<file path="src/rtl/burst_order_pkg.sv">
// Shared types for the burst offset sequencer.
// Assumes a 2-bit length-mode code as listed in the brief.
package burst_order_pkg;

    typedef enum logic [1:0] {
        LEN_FULL  = 2'b00,
        LEN_OTF   = 2'b01,
        LEN_CHOP  = 2'b10,
        LEN_RSVD  = 2'b11
    } len_mode_e;

    // Decoded settings captured at burst start
    typedef struct packed {
        logic chop;        // burst is four beats long
        logic fixed_chop;  // chop comes from the fixed mode (write pull-in)
        logic ilv;         // interleave ordering
        logic wr;          // write direction
        logic rsvd;        // reserved length code was loaded
    } burst_cfg_t;

endpackage

</file>
<file path="src/rtl/burst_cfg_latch.sv">
// Decodes the request settings and holds them for the length of a burst.
// Assumes load is a single-cycle pulse and is only given while idle.
// The stored base is the effective start position after write masking.
module burst_cfg_latch
    import burst_order_pkg::*;
#(
    parameter int BEAT_W = 3
) (
    input  logic              clk,
    input  logic              rst_n,
    input  logic              load,
    input  logic [1:0]        len_mode,
    input  logic              ilv_mode,
    input  logic [BEAT_W-1:0] start_col,
    input  logic              wr_dir,
    input  logic              chop_n,
    output burst_cfg_t        cfg_q,
    output logic [BEAT_W-1:0] base_q
);

    burst_cfg_t        cfg_d;
    logic [BEAT_W-1:0] base_d;

    // Decode the length mode and mask the start bits a write does not use
    always_comb begin
        cfg_d.fixed_chop = (len_mode_e'(len_mode) == LEN_CHOP);
        cfg_d.chop       = cfg_d.fixed_chop ||
                           ((len_mode_e'(len_mode) == LEN_OTF) && !chop_n);
        cfg_d.ilv        = ilv_mode;
        cfg_d.wr         = wr_dir;
        cfg_d.rsvd       = (len_mode_e'(len_mode) == LEN_RSVD);
        if (!wr_dir)
            base_d = start_col;
        else if (cfg_d.chop)
            base_d = {start_col[BEAT_W-1], {(BEAT_W-1){1'b0}}};
        else
            base_d = '0;
    end

    // Capture the decoded settings on a burst start
    always_ff @(posedge clk) begin
        if (!rst_n) begin
            cfg_q  <= '0;
            base_q <= '0;
        end else if (load) begin
            cfg_q  <= cfg_d;
            base_q <= base_d;
        end
    end

    // A write never keeps low start bits when chopped
    assert_wr_chop_base_R7: assert property (@(posedge clk) disable iff (!rst_n)
        (load && wr_dir && cfg_d.chop) |=> (base_q[BEAT_W-2:0] == '0));

endmodule

</file>
<file path="src/rtl/burst_seq_ctr.sv">
// Beat counter: runs one pass of 2**BEAT_W beats after an accepted start.
// Assumes a start pulse during a running burst must be dropped.
module burst_seq_ctr #(
    parameter int BEAT_W = 3
) (
    input  logic              clk,
    input  logic              rst_n,
    input  logic              start,
    output logic              load,
    output logic              active,
    output logic [BEAT_W-1:0] idx,
    output logic              last
);

    // A start is accepted only when idle; the final beat is the all-ones index
    always_comb begin
        load = start && !active;
        last = active && (&idx);
    end

    // Advance the beat index and end the burst after its final beat
    always_ff @(posedge clk) begin
        if (!rst_n) begin
            active <= 1'b0;
            idx    <= '0;
        end else if (load) begin
            active <= 1'b1;
            idx    <= '0;
        end else if (active) begin
            if (last)
                active <= 1'b0;
            idx <= idx + 1'b1;
        end
    end

    // Beats follow one another without a gap
    assert_next_beat_R2: assert property (@(posedge clk) disable iff (!rst_n)
        (active && !last) |=> (active && idx == $past(idx) + 1'b1));

    // A burst only begins after a start pulse, at index 0
    assert_start_to_beat_R2: assert property (@(posedge clk) disable iff (!rst_n)
        $rose(active) |-> ($past(start) && idx == '0));

    // The final beat closes the burst
    assert_end_after_last_R2: assert property (@(posedge clk) disable iff (!rst_n)
        last |=> !active);

endmodule

</file>
<file path="src/rtl/burst_ofs_calc.sv">
// Computes the beat offset, the tail flags, the write-start pulse and the
// reserved-code flag from the held settings and the current beat index.
// Assumes base already has the write masking applied.
module burst_ofs_calc
    import burst_order_pkg::*;
#(
    parameter int BEAT_W      = 3,
    parameter int WR_BL8_BEAT = 7,
    parameter int BC4_PULL_IN = 2
) (
    input  logic              clk,
    input  logic              rst_n,
    input  logic              active,
    input  logic [BEAT_W-1:0] idx,
    input  burst_cfg_t        cfg,
    input  logic [BEAT_W-1:0] base,
    output logic [BEAT_W-1:0] ofs,
    output logic              hiz,
    output logic              dc,
    output logic              wr_start,
    output logic              err
);

    localparam logic [BEAT_W-1:0] WR_FULL_IDX = BEAT_W'(WR_BL8_BEAT);
    localparam logic [BEAT_W-1:0] WR_CHOP_IDX = BEAT_W'(WR_BL8_BEAT - BC4_PULL_IN);

    logic [BEAT_W-1:0] ilv_ofs;
    logic [BEAT_W-1:0] seq_ofs;
    logic              tail;

    // Interleave: each bit of the start flipped by the matching index bit
    for (genvar b = 0; b < BEAT_W; b++) begin : g_ilv_bit
        assign ilv_ofs[b] = base[b] ^ idx[b];
    end

    // Sequential: count within the half, top bit selects the half
    always_comb begin
        seq_ofs[BEAT_W-2:0] = base[BEAT_W-2:0] + idx[BEAT_W-2:0];
        seq_ofs[BEAT_W-1]   = base[BEAT_W-1] ^ idx[BEAT_W-1];
    end

    // Pick the ordering and mark the chopped tail and write start
    always_comb begin
        ofs      = cfg.ilv ? ilv_ofs : seq_ofs;
        tail     = idx[BEAT_W-1];
        hiz      = active && cfg.chop && !cfg.wr && tail;
        dc       = active && cfg.chop && cfg.wr && tail;
        wr_start = active && cfg.wr &&
                   (idx == (cfg.fixed_chop ? WR_CHOP_IDX : WR_FULL_IDX));
        err      = active && cfg.rsvd;
    end

    // Tail flags are never both set
    assert_tail_excl_R6: assert property (@(posedge clk) disable iff (!rst_n)
        !(hiz && dc));

    // Nothing is flagged outside a burst
    assert_idle_quiet_R1: assert property (@(posedge clk) disable iff (!rst_n)
        !active |-> (!hiz && !dc && !wr_start && !err));

    // The write start pulse is a single cycle
    assert_wr_pulse_R10: assert property (@(posedge clk) disable iff (!rst_n)
        wr_start |=> !wr_start);

endmodule

</file>
<file path="src/rtl/burst_order_gen.sv">
// Top: burst column offset sequencer. Ties the settings latch, the beat
// counter and the offset calculator together.
// Assumes inputs are synchronous to clk; start is a single-cycle pulse.
module burst_order_gen
    import burst_order_pkg::*;
#(
    parameter int BEAT_W      = 3,
    parameter int WR_BL8_BEAT = 7,
    parameter int BC4_PULL_IN = 2
) (
    input  logic              clk,
    input  logic              rst_n,
    input  logic              start,
    input  logic [1:0]        len_mode,
    input  logic              ilv_mode,
    input  logic [BEAT_W-1:0] start_col,
    input  logic              wr_dir,
    input  logic              chop_n,
    output logic              beat_valid,
    output logic [BEAT_W-1:0] beat_ofs,
    output logic              beat_hiz,
    output logic              beat_dc,
    output logic              beat_last,
    output logic              wr_begin,
    output logic              len_err
);

    logic              load;
    logic              active;
    logic              last;
    logic [BEAT_W-1:0] idx;
    burst_cfg_t        cfg_q;
    logic [BEAT_W-1:0] base_q;

    burst_seq_ctr #(.BEAT_W(BEAT_W)) ctr_i (
        .clk    (clk),
        .rst_n  (rst_n),
        .start  (start),
        .load   (load),
        .active (active),
        .idx    (idx),
        .last   (last)
    );

    burst_cfg_latch #(.BEAT_W(BEAT_W)) cfg_i (
        .clk       (clk),
        .rst_n     (rst_n),
        .load      (load),
        .len_mode  (len_mode),
        .ilv_mode  (ilv_mode),
        .start_col (start_col),
        .wr_dir    (wr_dir),
        .chop_n    (chop_n),
        .cfg_q     (cfg_q),
        .base_q    (base_q)
    );

    burst_ofs_calc #(
        .BEAT_W      (BEAT_W),
        .WR_BL8_BEAT (WR_BL8_BEAT),
        .BC4_PULL_IN (BC4_PULL_IN)
    ) calc_i (
        .clk      (clk),
        .rst_n    (rst_n),
        .active   (active),
        .idx      (idx),
        .cfg      (cfg_q),
        .base     (base_q),
        .ofs      (beat_ofs),
        .hiz      (beat_hiz),
        .dc       (beat_dc),
        .wr_start (wr_begin),
        .err      (len_err)
    );

    // Drive the beat strobes from the counter
    always_comb begin
        beat_valid = active;
        beat_last  = last;
    end

    // Settings stay fixed through a running burst, even on a new start
    assert_cfg_held_R3: assert property (@(posedge clk) disable iff (!rst_n)
        (active && !last) |=> ($stable(cfg_q) && $stable(base_q)));

endmodule

</file>
<file path="config.mk">
export PLATFORM = sky130hd
export DESIGN_NAME = burst_order_gen
export DESIGN_NICKNAME = d
export VERILOG_FILES = /design/src/rtl/burst_order_pkg.sv /design/src/rtl/burst_cfg_latch.sv /design/src/rtl/burst_seq_ctr.sv /design/src/rtl/burst_ofs_calc.sv /design/src/rtl/burst_order_gen.sv
export SDC_FILE = /design/constraint.sdc
export NUM_CORES = 1
export LEC_CHECK = 0
export BUFFER_PORTS_ARGS = -buffer_cell sky130_fd_sc_hd__buf_4
export CORE_AREA = 2 2 39 41
export DETAILED_ROUTE_END_ITERATION = 12
export DIE_AREA = 0 0 41 43
export HOLD_SLACK_MARGIN = 0.1
export PLACE_DENSITY = 0.76
export SYNTH_ARGS = -nofsm -noshare
export SYNTH_HDL_FRONTEND = slang
export SYNTH_HIERARCHICAL = 1
export SYNTH_SLANG_ARGS = --single-unit
</file>
<file path="constraint.sdc">
create_clock -name clk -period 1.3 [get_ports clk]
set_input_delay 0.195 -clock clk [delete_from_list [all_inputs] [get_ports clk]]
set_output_delay 0.195 -clock clk [all_outputs]
set_load 0.005 [all_outputs]
</file>
# Yosys cells after proc, flatten, opt, wreduce, memory -nomap -nowiden
# Index checks and enable logic that the tools add are counted.
[word_totals] ff_bits=12 elab_cells=42 out_inout_bits=9
[op_classes] addsub=2 n_eq_ne=4 bitwise=4 n_mux=7 n_reduce_logical=17
[op_table] op="logical AND 1 bit" n=11
[op_table] op="2-to-1 mux 3 bit" n=2
[op_table] op="equality test 2 bit, second input constant" n=2
[op_table] op="2-to-1 mux 2 bit" n=2
[op_table] op="adder 3 x 1 -> 3 bit, second input constant" n=1
[op_table] op="equality test 3 bit" n=1
[op_table] op="zero test 1 bit" n=3
[op_table] op="2-to-1 mux 1 bit" n=3
[op_table] op="AND reduction 3 bit" n=1
[op_table] op="bitwise XOR 1 bit" n=3
[op_table] op="adder 2 bit" n=1
[op_table] op="equality test 2 x 1 -> 1 bit, second input constant" n=1
[op_table] op="OR reduction 2 bit" n=1
[op_table] op="logical OR 1 bit" n=1
[op_table] op="NOT 1 bit" n=1

# Logic depth before layout (Yosys ltp)
# Gate-level depths: netlist (run 1).
[logic_depth] ltp_word=5 ltp_mapped=4 depth_no_buf=4

# Hierarchy
# Netlist (run 1), hierarchy kept.
[modules_own_cells] mod="burst_cfg_latch" cells_per_inst=33 seq_area_each_um2=160.2 area_each_um2=329.1 n_inst=1
[modules_own_cells] mod="burst_seq_ctr" cells_per_inst=17 seq_area_each_um2=80.1 area_each_um2=185.2 n_inst=1
[modules_own_cells] mod="burst_ofs_calc" cells_per_inst=12 seq_area_each_um2=0.0 area_each_um2=92.6 n_inst=1

# Worst setup path after synthesis (run 1)
# Ideal clock, no wire load.
[synth_timing] path_kind="reg2reg" from="reg ctr_i.active" to="reg cfg_i/cfg_q[1] (netlist name)" stages_incl_launch_ff=5 t_required_ps=1180 t_arrival_ps=1079 slack_ps=102 n_path_buf=1 cell_sequence="dfxtp_1 -> nor2b_1 -> buf_2 -> mux2i_1 -> nor2_1"
[synth_via] elab_chain_len=2
[synth_lines] element="from (decl)" line="burst_seq_ctr.sv:10" rtl="output logic active,"
[synth_lines] element="from (signal assigned)" line="burst_seq_ctr.sv:24" rtl="active <= 1'b0;"
[synth_lines] element="from (signal assigned)" line="burst_seq_ctr.sv:27" rtl="active <= 1'b1;"
[synth_lines] element="from (signal assigned)" line="burst_seq_ctr.sv:31" rtl="active <= 1'b0;"
[synth_lines] element="zero test 1 bit" line="burst_seq_ctr.sv:17" rtl="load = start && !active;"
[synth_lines] element="logical AND 1 bit" line="burst_seq_ctr.sv:17"
[synth_lines] element="via load" line="burst_order_gen.sv:28" rtl="logic load;"
# The timed path passes the listed nets, and every way through them passes these cells.
# A chain may end at the register's enable or synchronous reset.

# Worst setup path after layout (run 1)
[layout_timing] from="reg ctr_i.idx[0]" to="out beat_ofs[1]"
[layout_via] elab_chain_len=2
[layout_lines] element="from (decl)" line="burst_seq_ctr.sv:11" rtl="output logic [BEAT_W-1:0] idx,"
[layout_lines] element="from (signal assigned)" line="burst_seq_ctr.sv:32" rtl="idx <= idx + 1'b1;"
[layout_lines] element="adder 2 bit" line="burst_ofs_calc.sv:38" rtl="seq_ofs[BEAT_W-2:0] = base[BEAT_W-2:0] + idx[BEAT_W-2:0];"
[layout_lines] element="2-to-1 mux 2 bit" line="burst_ofs_calc.sv:44" rtl="ofs = cfg.ilv ? ilv_ofs : seq_ofs;"
[layout_lines] element="to (decl)" line="burst_order_gen.sv:20" rtl="output logic [BEAT_W-1:0] beat_ofs,"
# Every way passes these cells.

==> results of run 1 <==
-- path summary, 6_finish.rpt --
| check | start | end | cells after the start |
|---|---|---|---|
| setup / recovery | ctr_i/idx[0]$_SDFFE_PP0P_ | beat_ofs[1] | 4 |
| hold / removal | ilv_mode | cfg_i/cfg_q[2]$_SDFFE_PN0P_ | 3 |
| setup reg to reg | ctr_i/active$_SDFF_PN0_ | cfg_i/base_q[2]$_SDFFE_PN0P_ | 4 |
| hold reg to reg | cfg_i/cfg_q[0]$_SDFFE_PN0P_ | cfg_i/cfg_q[0]$_SDFFE_PN0P_ | 2 |
-- placed cells by master, fill, tap and decap left out, types with 2 or more instances in the layout --
cell type,netlist,layout
and2_1,3,2
buf_6,0,3
nand2b_1,4,4
dfxtp_1,12,9
a21oi_1,4,4
xnor2_2,0,3
nor2_1,4,4
nand3b_1,3,3
nor2b_1,3,2
ha_4,0,2
a31o_1,2,2
o21ai_0,2,2
mux2i_1,3,3
clkbuf_4,0,3
buf_4,0,21
dfxtp_2,0,2
nor4bb_1,2,2
-- sequential cells by signal, indices dropped and copies added, names as in the netlist --
| signal | cells |
|---|---|
| ctr_i/active | 1 |
| cfg_i/base_q | 3 |
| cfg_i/cfg_q | 5 |
| ctr_i/idx | 3 |
-- layer usage --
| layer | vias up | GRT usage | wire [µm] |
|---|---|---|---|
| met5 | - | 0 | 0 |
| li1 | 276 | - | - |
| met4 | 0 | 0.0400 | 0 |
| met3 | 0 | 0.0628 | 65 |
| met2 | 14 | 0.250 | 626 |
| met1 | 250 | 0.204 | 591 |
-- area by class of cell --
| type | instances | area, µm² |
|---|---|---|
| fill | 125 | 467 |
| inverter | 1 | 3.75 |
| timing repair buffer | 25 | 196 |
| multi-input combinational | 47 | 414 |
| sequential | 12 | 246 |
| tap | 16 | 20.0 |
| clock buffer | 4 | 36.3 |
-- repair_timing --
item / CTS / global route
gates resized for setup: 13 / 5
setup buffers: 2 / 1
cloned: 0 / 1
pin swaps: 3 / 3
setup endpoints to repair: 2 / 5
-- stage by stage --
stage / worst slack (ps) / hold slack [ps]
after floorplan: 102 / 313
after global placement: 125 / 433
after detailed placement: 108 / 447
after CTS: -77.7 / 166
after global routing: -112 / 180
final: -68.0 / 162
-- logic make-up (layout without fill, tap and decap cells) --
logic type                 count (synthesis)  after routing  share of synthesized area
DFF                                       12             12                      0.396
AOI/OAI and AO/OA                         11             11                      0.126
xor gates and xnor gates                   4              4                     0.0577
adders and majority gates                  3              3                     0.0619
buffers and inverters                      3             30                     0.0206
muxes                                      3              3                     0.0495
and+or+nand+nor                           26             26                      0.289
-- critical path, delay by kind of cell (launching register included) --
family,cells,cell delay (ps)
buffers and inverters,1,120
adder cells (fa/ha/maj),1,160
flip-flops,1,370
XOR/XNOR,1,110
AND/OR/NAND/NOR,1,150
-- power by group through the flow --
stage          Sequential (mW)  Combinational [mW]  Clock, mW
2_1_floorplan            0.408              0.0597          0
3_3_place_gp             0.406               0.120          0
3_5_place_dp             0.407               0.121          0
4_1_cts                  0.401               0.133      0.296
5_1_grt                  0.404               0.155      0.313
6_report                 0.402               0.142      0.289
==> results_dict.tcl, run 1 <==
set metrics [dict create \
    critPathRequiredTime_ps 1110 \
    numCtsBuffers 3 \
    fin_crit_sh 1.05 \
    critPathKind "register to output port" \
    cp_slowest_stage_delay_ps 370 \
    finalHoldViolCount 0 \
    finalMaxSlewViolations 0 \
    syn_inst 62 \
    finalWirelength_um 1280 \
    leakage_nw 0.390 \
    drtIter0Drc 8 \
    yosys_register_bits 12 \
    track_usage 0.162 \
    root_buffer "clkbuf_4" \
    cp-end-kind "output port" \
    status "complete, but fails checks" \
    ys_seq_area_frac 0.396 \
    p_int_mw 0.639 \
    cts_sinks 12 \
    dieArea_um2 1760 \
    syn_area_um2 607 \
    maxCapViolCount 0 \
    tns_ps -136 \
    max_slew_margin 0.836 \
    p_comb_frac 0.170 \
    fin_nets 104 \
    setup_violations 2 \
    critPathLaunchType "register" \
    maxClockFrequency_mhz 731 \
    critical_path.cell_chain "ha_2, nor2b_4, xnor2_2, buf_4" \
    async_reset_ff_frac 0 \
    drtAntennaViolNets 0 \
    switchingPower_mw 0.193 \
    io_buffers 19 \
    synth_top_area_frac 0.396 \
    ys.flop_type "dfxtp_1" \
    postLayoutCellArea_um2 917 \
    syn2layout_area_growth_pct 51.1 \
    rows 14 \
    gp_congestion 0.646 \
    crit_arrival_ps 1170 \
    synth_common_cells "dfxtp_1, a21oi_1, nand2b_1, nor2_1" \
    vias_per_cell 5.14 \
    power_frac_seq 0.483 \
    cts_max_level 1 \
    dr.pass1.iters 3 \
    cts_hold_buf 0 \
    layout.cells.non_filler 105 \
    p_clk_frac 0.347 \
    io_pins 20 \
    peakVddDrop_uv 549 \
    antenna_found_initial 0 \
    grt_pass1_vias 446 \
    synth_area_leaders "dfxtp_1, ha_1, mux2i_1" \
    grt_max_degree 15 \
    worstPathMaxFanout 3 \
    hold_path.class "input port to register" \
    worstMarginPinSlew_ps 242 \
    pwr_density_cell_nw_per_um2 907 \
    die_y_um 43 \
    skew_ps 3.35 \
    cts_buffer_depth 2 \
    synth_edf_count 0 \
    cp_slowest_cell "dfxtp_4" \
    grt_pass1_wl_um 1910 \
    avgSynthCellArea_um2 9.79 \
    place_inst 97 \
    placed_cell_area_um2 776 \
    drive_gt1_frac 0.472 \
    die_w_um 41 \
    synth_most_common_cell "dfxtp_1" \
    period_needed_ps 1370 \
    synth_nets 76 \
    remaining_drc_errors 0 \
    start_util 0.439 \
    synth_area_leader_cell "dfxtp_1" \
    core_um2 1380 \
    setup_ws_ps -68.0 \
    cts_tree "yes" \
    route.vias.total 540 \
    clock_latency_ps 270 \
    yosys_warnings 6 \
    fin_util 0.663 \
    total_power_mw 0.832 \
    violations "setup timing" \
    grt_overflow 0 \
    sw_frac_of_total 0.231 \
    clk_pin_slew_ps 70 \
    rsz0062_at_grt "yes" \
    wl_per_cell_um 12.2 \
    diodes 0 \
    r2r_slack_ps 200 \
    ys_types 27 \
]
(Power assumes the default switching activity.)
==> run 2: changes to the inputs <==
--- a/config.mk
+++ b/config.mk
@@ -10,7 +10,9 @@
 export DETAILED_ROUTE_END_ITERATION = 12
 export DIE_AREA = 0 0 41 43
 export HOLD_SLACK_MARGIN = 0.1
-export PLACE_DENSITY = 0.76
+export PLACE_DENSITY = 0.81
+export REMOVE_ABC_BUFFERS = 1
+export SKIP_LAST_GASP = 1
 export SYNTH_ARGS = -nofsm -noshare
 export SYNTH_HDL_FRONTEND = slang
 export SYNTH_HIERARCHICAL = 1
==> results_dict.tcl, run 2 (same netlist as run 1, synthesis figures left out) <==
set metrics [dict create \
    clock_latency_ps 270 \
    cp-end-kind "output port" \
    power_frac_seq 0.526 \
    reg_top3 "cfg_i/cfg_q: 5 flops, cfg_i/base_q: 3 flops, ctr_i/idx: 3 flops" \
    pwr_density_cell_nw_per_um2 825 \
    maxCapViolCount 0 \
    largest_reg_flops 5 \
    finalHoldViolCount 0 \
    cts_tree "yes" \
    sw_frac_of_total 0.251 \
    switchingPower_mw 0.193 \
    drive_gt1_frac 0.489 \
    dp_slack_ps 125 \
    peakVddDrop_uv 509 \
    reg2reg_from "ctr_i/idx[0]$_SDFFE_PP0P_" \
    setup_ws_ps -95.4 \
    layout_commonest_cell "buf_4" \
    syn2layout_area_growth_pct 53.6 \
    cts_hold_buf 0 \
    track_usage 0.187 \
    timing.hold.ws_ps 177 \
    cts_max_level 1 \
    antenna_found_initial 0 \
    clk_pin_slew_ps 70 \
    grt_pass1_wl_um 2190 \
    grt_max_degree 15 \
    drtIter0Drc 3 \
    cts_sinks 12 \
    tns_ps -164 \
    critPathKind "register to output port" \
    rsz0062_at_grt "yes" \
    largest-register "cfg_i/cfg_q" \
    io_pins 20 \
    r2r_slack_ps 160 \
    rr_worst_depth 5 \
    leakage_nw 0.387 \
    min_from "ilv_mode" \
    io_buffers 19 \
    drtAntennaViolNets 0 \
    skew_ps 2.22 \
    p_comb_frac 0.187 \
    vias_per_cell 5.23 \
    worstPathMaxFanout 5 \
    max_slew_margin 0.830 \
    period_needed_ps 1400 \
    min_delay_path_depth 3 \
    finalMaxSlewViolations 0 \
    setup_violations 2 \
    fin_crit_sh 1.07 \
    grt_pass1_vias 517 \
    wl_per_cell_um 14.1 \
    hold_end "cfg_i/cfg_q[2]$_SDFFE_PN0P_" \
    dieArea_um2 1760 \
    p_int_mw 0.576 \
    root_buffer "clkbuf_4" \
    maxClockFrequency_mhz 717 \
    violations "setup timing" \
    hold_path.class "input port to register" \
    finalWirelength_um 1470 \
    p_clk_frac 0.287 \
    crit_arrival_ps 1200 \
    rows 14 \
    die_w_um 41 \
    route.vias.total 544 \
    mostFrequentLayoutCells "buf_4, dfxtp_1, nor2_1, nand2b_1, a21oi_1" \
    cts_buffer_depth 2 \
    critPathLaunchType "register" \
    numCtsBuffers 3 \
    die_y_um 43 \
    worstMarginPinSlew_ps 251 \
    grt_overflow 0 \
    core_um2 1380 \
    fillers 100 \
    dr.pass1.iters 2 \
    status "complete, but fails checks" \
    start_util 0.439 \
    diodes 0 \
    remaining_drc_errors 0 \
    dp.final_hpwl_um 917 \
    timing.rr.end "ctr_i/active$_SDFF_PN0_" \
    critPathRequiredTime_ps 1110 \
    fin_nets 104 \
    gp_congestion 0.734 \
    total_power_mw 0.769 \
]
-- run 2: cell count changes in the layout (fill, tap and decap cells not counted) --
cell | previous run | this run
dfxtp_1 | 9 | 7
dfxtp_4 | 1 | 3
clkbuf_8 | 1 | 0
ha_2 | 1 | 0
ha_4 | 2 | 3
xnor2_2 | 3 | 2
xnor2_4 | 0 | 1
-- run 2: worst max-delay path by stage --
stage | startpoint | to | slack [ps] | cells past startpoint
floorplan | ctr_i/active$_SDFF_PN0_ | cfg_i/base_q[2]$_SDFFE_PN0P_ | -130 | 3
global route | ctr_i/idx[0]$_SDFFE_PP0P_ | beat_last | -120 | 4
detailed placement | ctr_i/idx[0]$_SDFFE_PP0P_ | beat_last | 130 | 4
finish | ctr_i/idx[0]$_SDFFE_PP0P_ | beat_last | -100 | 4
CTS | ctr_i/idx[0]$_SDFFE_PP0P_ | beat_last | -90 | 4
global placement | ctr_i/idx[0]$_SDFFE_PP0P_ | beat_last | 130 | 4
-- run 2: area by class of cell --
cell class              instances  area [µm²]  share of cell area
well taps                      16        20.0              0.0215
flip-flops and latches         12         254               0.272
clock buffers                   3        22.5              0.0242
repair buffers                 25         196               0.211
multi-input cells              47         435               0.467
inverters                       1        3.75             0.00403
-- run 2: per-layer routing --
layer,part of all wire,GRT usage,vias to the layer above
li1,-,-,276
met1,0.44,0.216,251
met3,0.027,0.0314,4
met4,0.021,0.100,0
met2,0.52,0.306,13
met5,0,0,-
-- run 2: critical path, stage by stage (launching register included) --
cell and delay (ps):
dfxtp_4 370, ha_4 160, ha_4 140, and2_4 150
buf_6 110
-- run 2: timing repair --
action	in CTS	in global routing
cloned	0	1
pin swaps	3	3
setup buffers	1	2
resized for setup	18	6
endpoints found under the setup margin	5	5
-- run 2: per-stage QoR --
stage	utilization	instance area [µm²]	instances
finish	0.674	932	104
detailed placement	0.561	776	97
floorplan	-	598	60
CTS	0.638	883	101
global placement	0.561	776	97
global route	0.674	932	104
-- run 2: power by group through the flow --
stage	sequential, mW	combinational [mW]	clock (mW)
after global routing	0.408	0.157	0.234
after detailed placement	0.408	0.123	0
after CTS	0.404	0.133	0.224
after global placement	0.407	0.119	0
after floorplan	0.408	0.0569	0
final	0.405	0.144	0.221
==> run 3: changes to the inputs <==
--- a/config.mk
+++ b/config.mk
@@ -6,14 +6,13 @@
 export NUM_CORES = 1
 export LEC_CHECK = 0
 export BUFFER_PORTS_ARGS = -buffer_cell sky130_fd_sc_hd__buf_4
-export CORE_AREA = 2 2 39 41
+export CORE_UTILIZATION = 47
+export CTS_BUF_LIST = sky130_fd_sc_hd__clkbuf_16
 export DETAILED_ROUTE_END_ITERATION = 12
-export DIE_AREA = 0 0 41 43
 export HOLD_SLACK_MARGIN = 0.1
-export PLACE_DENSITY = 0.81
+export PLACE_DENSITY = 0.83
 export REMOVE_ABC_BUFFERS = 1
 export SKIP_LAST_GASP = 1
 export SYNTH_ARGS = -nofsm -noshare
 export SYNTH_HDL_FRONTEND = slang
-export SYNTH_HIERARCHICAL = 1
 export SYNTH_SLANG_ARGS = --single-unit
==> results_dict.tcl, run 3 <==
set metrics [dict create \
    max_slew_margin 0.765 \
    reg_top3 "cfg_i.cfg_q: 5 flops, cfg_i.base_q: 3 flops, ctr_i.idx: 3 flops" \
    timing.rr.end "cfg_i.cfg_q[4]$_SDFFE_PN0P_" \
    synth_edf_count 0 \
    dr.pass1.iters 4 \
    layout_commonest_cell "buf_4" \
    ys_seq_area_frac 0.386 \
    ys_types 26 \
    dp.final_hpwl_um 928 \
    leakage_nw 0.378 \
    remaining_drc_errors 0 \
    setup_ws_ps -51.6 \
    drtAntennaViolNets 0 \
    cts_buffer_depth 2 \
    die_w_um 38.4 \
    grt_pass1_wl_um 2050 \
    start_util 0.531 \
    mostFrequentLayoutCells "buf_4, nand2_1, dfxtp_1, a21boi_1, nor3b_1" \
    finalHoldViolCount 0 \
    numCtsBuffers 3 \
    syn_area_um2 622 \
    period_needed_ps 1350 \
    maxCapViolCount 0 \
    route.vias.total 575 \
    ys.flop_type "dfxtp_1" \
    cts_sinks 12 \
    finalWirelength_um 1450 \
    fin_crit_sh 1.04 \
    rsz0062_at_grt "yes" \
    avgSynthCellArea_um2 8.52 \
    status "complete, but fails checks" \
    grt_overflow 0 \
    grt_pass1_vias 506 \
    total_power_mw 1.10 \
    drtIter0Drc 6 \
    r2r_slack_ps 220 \
    yosys_warnings 0 \
    hold_path.class "input port to register" \
    finalMaxSlewViolations 0 \
    clk_pin_slew_ps 40 \
    grt_max_degree 14 \
    gp_congestion 0.655 \
    reg2reg_from "ctr_i.active$_SDFF_PN0_" \
    violations "setup timing" \
    pwr_density_cell_nw_per_um2 1180 \
    postLayoutCellArea_um2 926 \
    hold_end "cfg_i.cfg_q[2]$_SDFFE_PN0P_" \
    synth_area_leaders "dfxtp_1, a21boi_1, ha_1" \
    wl_per_cell_um 13.5 \
    diodes 0 \
    syn2layout_area_growth_pct 48.9 \
    crit_arrival_ps 1160 \
    cts_tree "yes" \
    async_reset_ff_frac 0 \
    track_usage 0.216 \
    maxClockFrequency_mhz 740 \
    rr_worst_depth 3 \
    synth_most_common_cell "dfxtp_1" \
    synth_area_leader_cell "dfxtp_1" \
    io_buffers 19 \
    cp-end-kind "output port" \
    critPathKind "register to output port" \
    setup_violations 2 \
    yosys_register_bits 12 \
    critPathRequiredTime_ps 1110 \
    clock_latency_ps 240 \
    synth_top_area_frac 0.386 \
    fin_nets 110 \
    io_pins 20 \
    fillers 82 \
    cts_hold_buf 0 \
    drive_gt1_frac 0.404 \
    rows 12 \
    cts_max_level 1 \
    largest_reg_flops 5 \
    synth_common_cells "dfxtp_1, nand2_1, a21boi_1, nor2b_1, nor3b_1" \
    placed_cell_area_um2 772 \
    syn_inst 73 \
    root_buffer "clkbuf_16" \
    min_delay_path_depth 3 \
    min_from "ilv_mode" \
    skew_ps 0.901 \
    vias_per_cell 5.32 \
    peakVddDrop_uv 1080 \
    largest-register "cfg_i.cfg_q" \
    dieArea_um2 1470 \
    antenna_found_initial 0 \
    die_y_um 38.4 \
    worstMarginPinSlew_ps 353 \
    core_um2 1170 \
    worstPathMaxFanout 4 \
    critPathLaunchType "register" \
]
-- run 3: repair_timing --
| action | CTS | global route |
|---|---|---|
| resized for setup | 10 | 7 |
| pin swaps | 1 | 3 |
| buffers inserted | 2 | 0 |
| setup endpoints to repair | 4 | 5 |
-- run 3: cells by family (layout without fill, tap and decap cells) --
group | Yosys count | in the layout | share of synthesized area
AO/OA/AOI/OAI | 12 | 12 | 0.135
XOR/XNOR | 4 | 4 | 0.0563
adder cells (fa/ha/maj) | 3 | 3 | 0.0604
buffers and inverters | 6 | 27 | 0.0463
flip-flops | 12 | 12 | 0.386
AND/OR/NAND/NOR | 36 | 36 | 0.316
-- run 3: final cells by class --
class                   count  area (µm²)  area share
repair buffers             23         176       0.191
well taps                  14        17.5      0.0189
multi-input cells          55         403       0.435
clock buffers               3        75.1      0.0811
inverters                   1        3.75     0.00405
flip-flops and latches     12         250       0.270
-- run 3: where the power goes --
part / internal (mW) / switching (mW)
registers: 0.388 / 0.0198
logic: 0.0761 / 0.0579
clock network: 0.400 / 0.154
-- run 3: worst max path at each step --
stage                     slack, ps                          end                       from
final                           -50                    beat_last  ctr_i.idx[0]$_SDFFE_PP0P_
after global routing            -80                  beat_ofs[1]  ctr_i.idx[1]$_SDFFE_PP0P_
after CTS                       -60                    beat_last  ctr_i.idx[0]$_SDFFE_PP0P_
after detailed placement         90                    beat_last  ctr_i.idx[0]$_SDFFE_PP0P_
after global placement          140                    beat_last  ctr_i.idx[0]$_SDFFE_PP0P_
after floorplan                 230  cfg_i.cfg_q[4]$_SDFFE_PN0P_    ctr_i.active$_SDFF_PN0_
-- run 3: stage by stage --
step / setup WS (ps) / instances / setup TNS [ps] / hold slack (ps) / utilization
finish: -51.6 / 108 / -86.9 / 206 / 0.791
global route: -77.0 / 108 / -145 / 223 / 0.791
CTS: -63.9 / 108 / -103 / 207 / 0.771
detailed placement: 91.5 / 103 / 0 / 439 / 0.659
global placement: 135 / 103 / 0 / 435 / 0.659
floorplan: 226 / 68 / 0 / 313 / -
-- run 3: per-layer routing --
metal | wire (µm) | part of all wire | track usage
met3 | 59 | 0.041 | 0.0523
met5 | 0 | 0 | 0
met1 | 668 | 0.46 | 0.224
met2 | 683 | 0.47 | 0.360
met4 | 41 | 0.028 | 0.181
-- run 3: critical path: stages, from the launching register on --
cell and delay, ps:
dfxtp_4 360, ha_4 160, ha_4 150, and2_4 150, buf_6 100
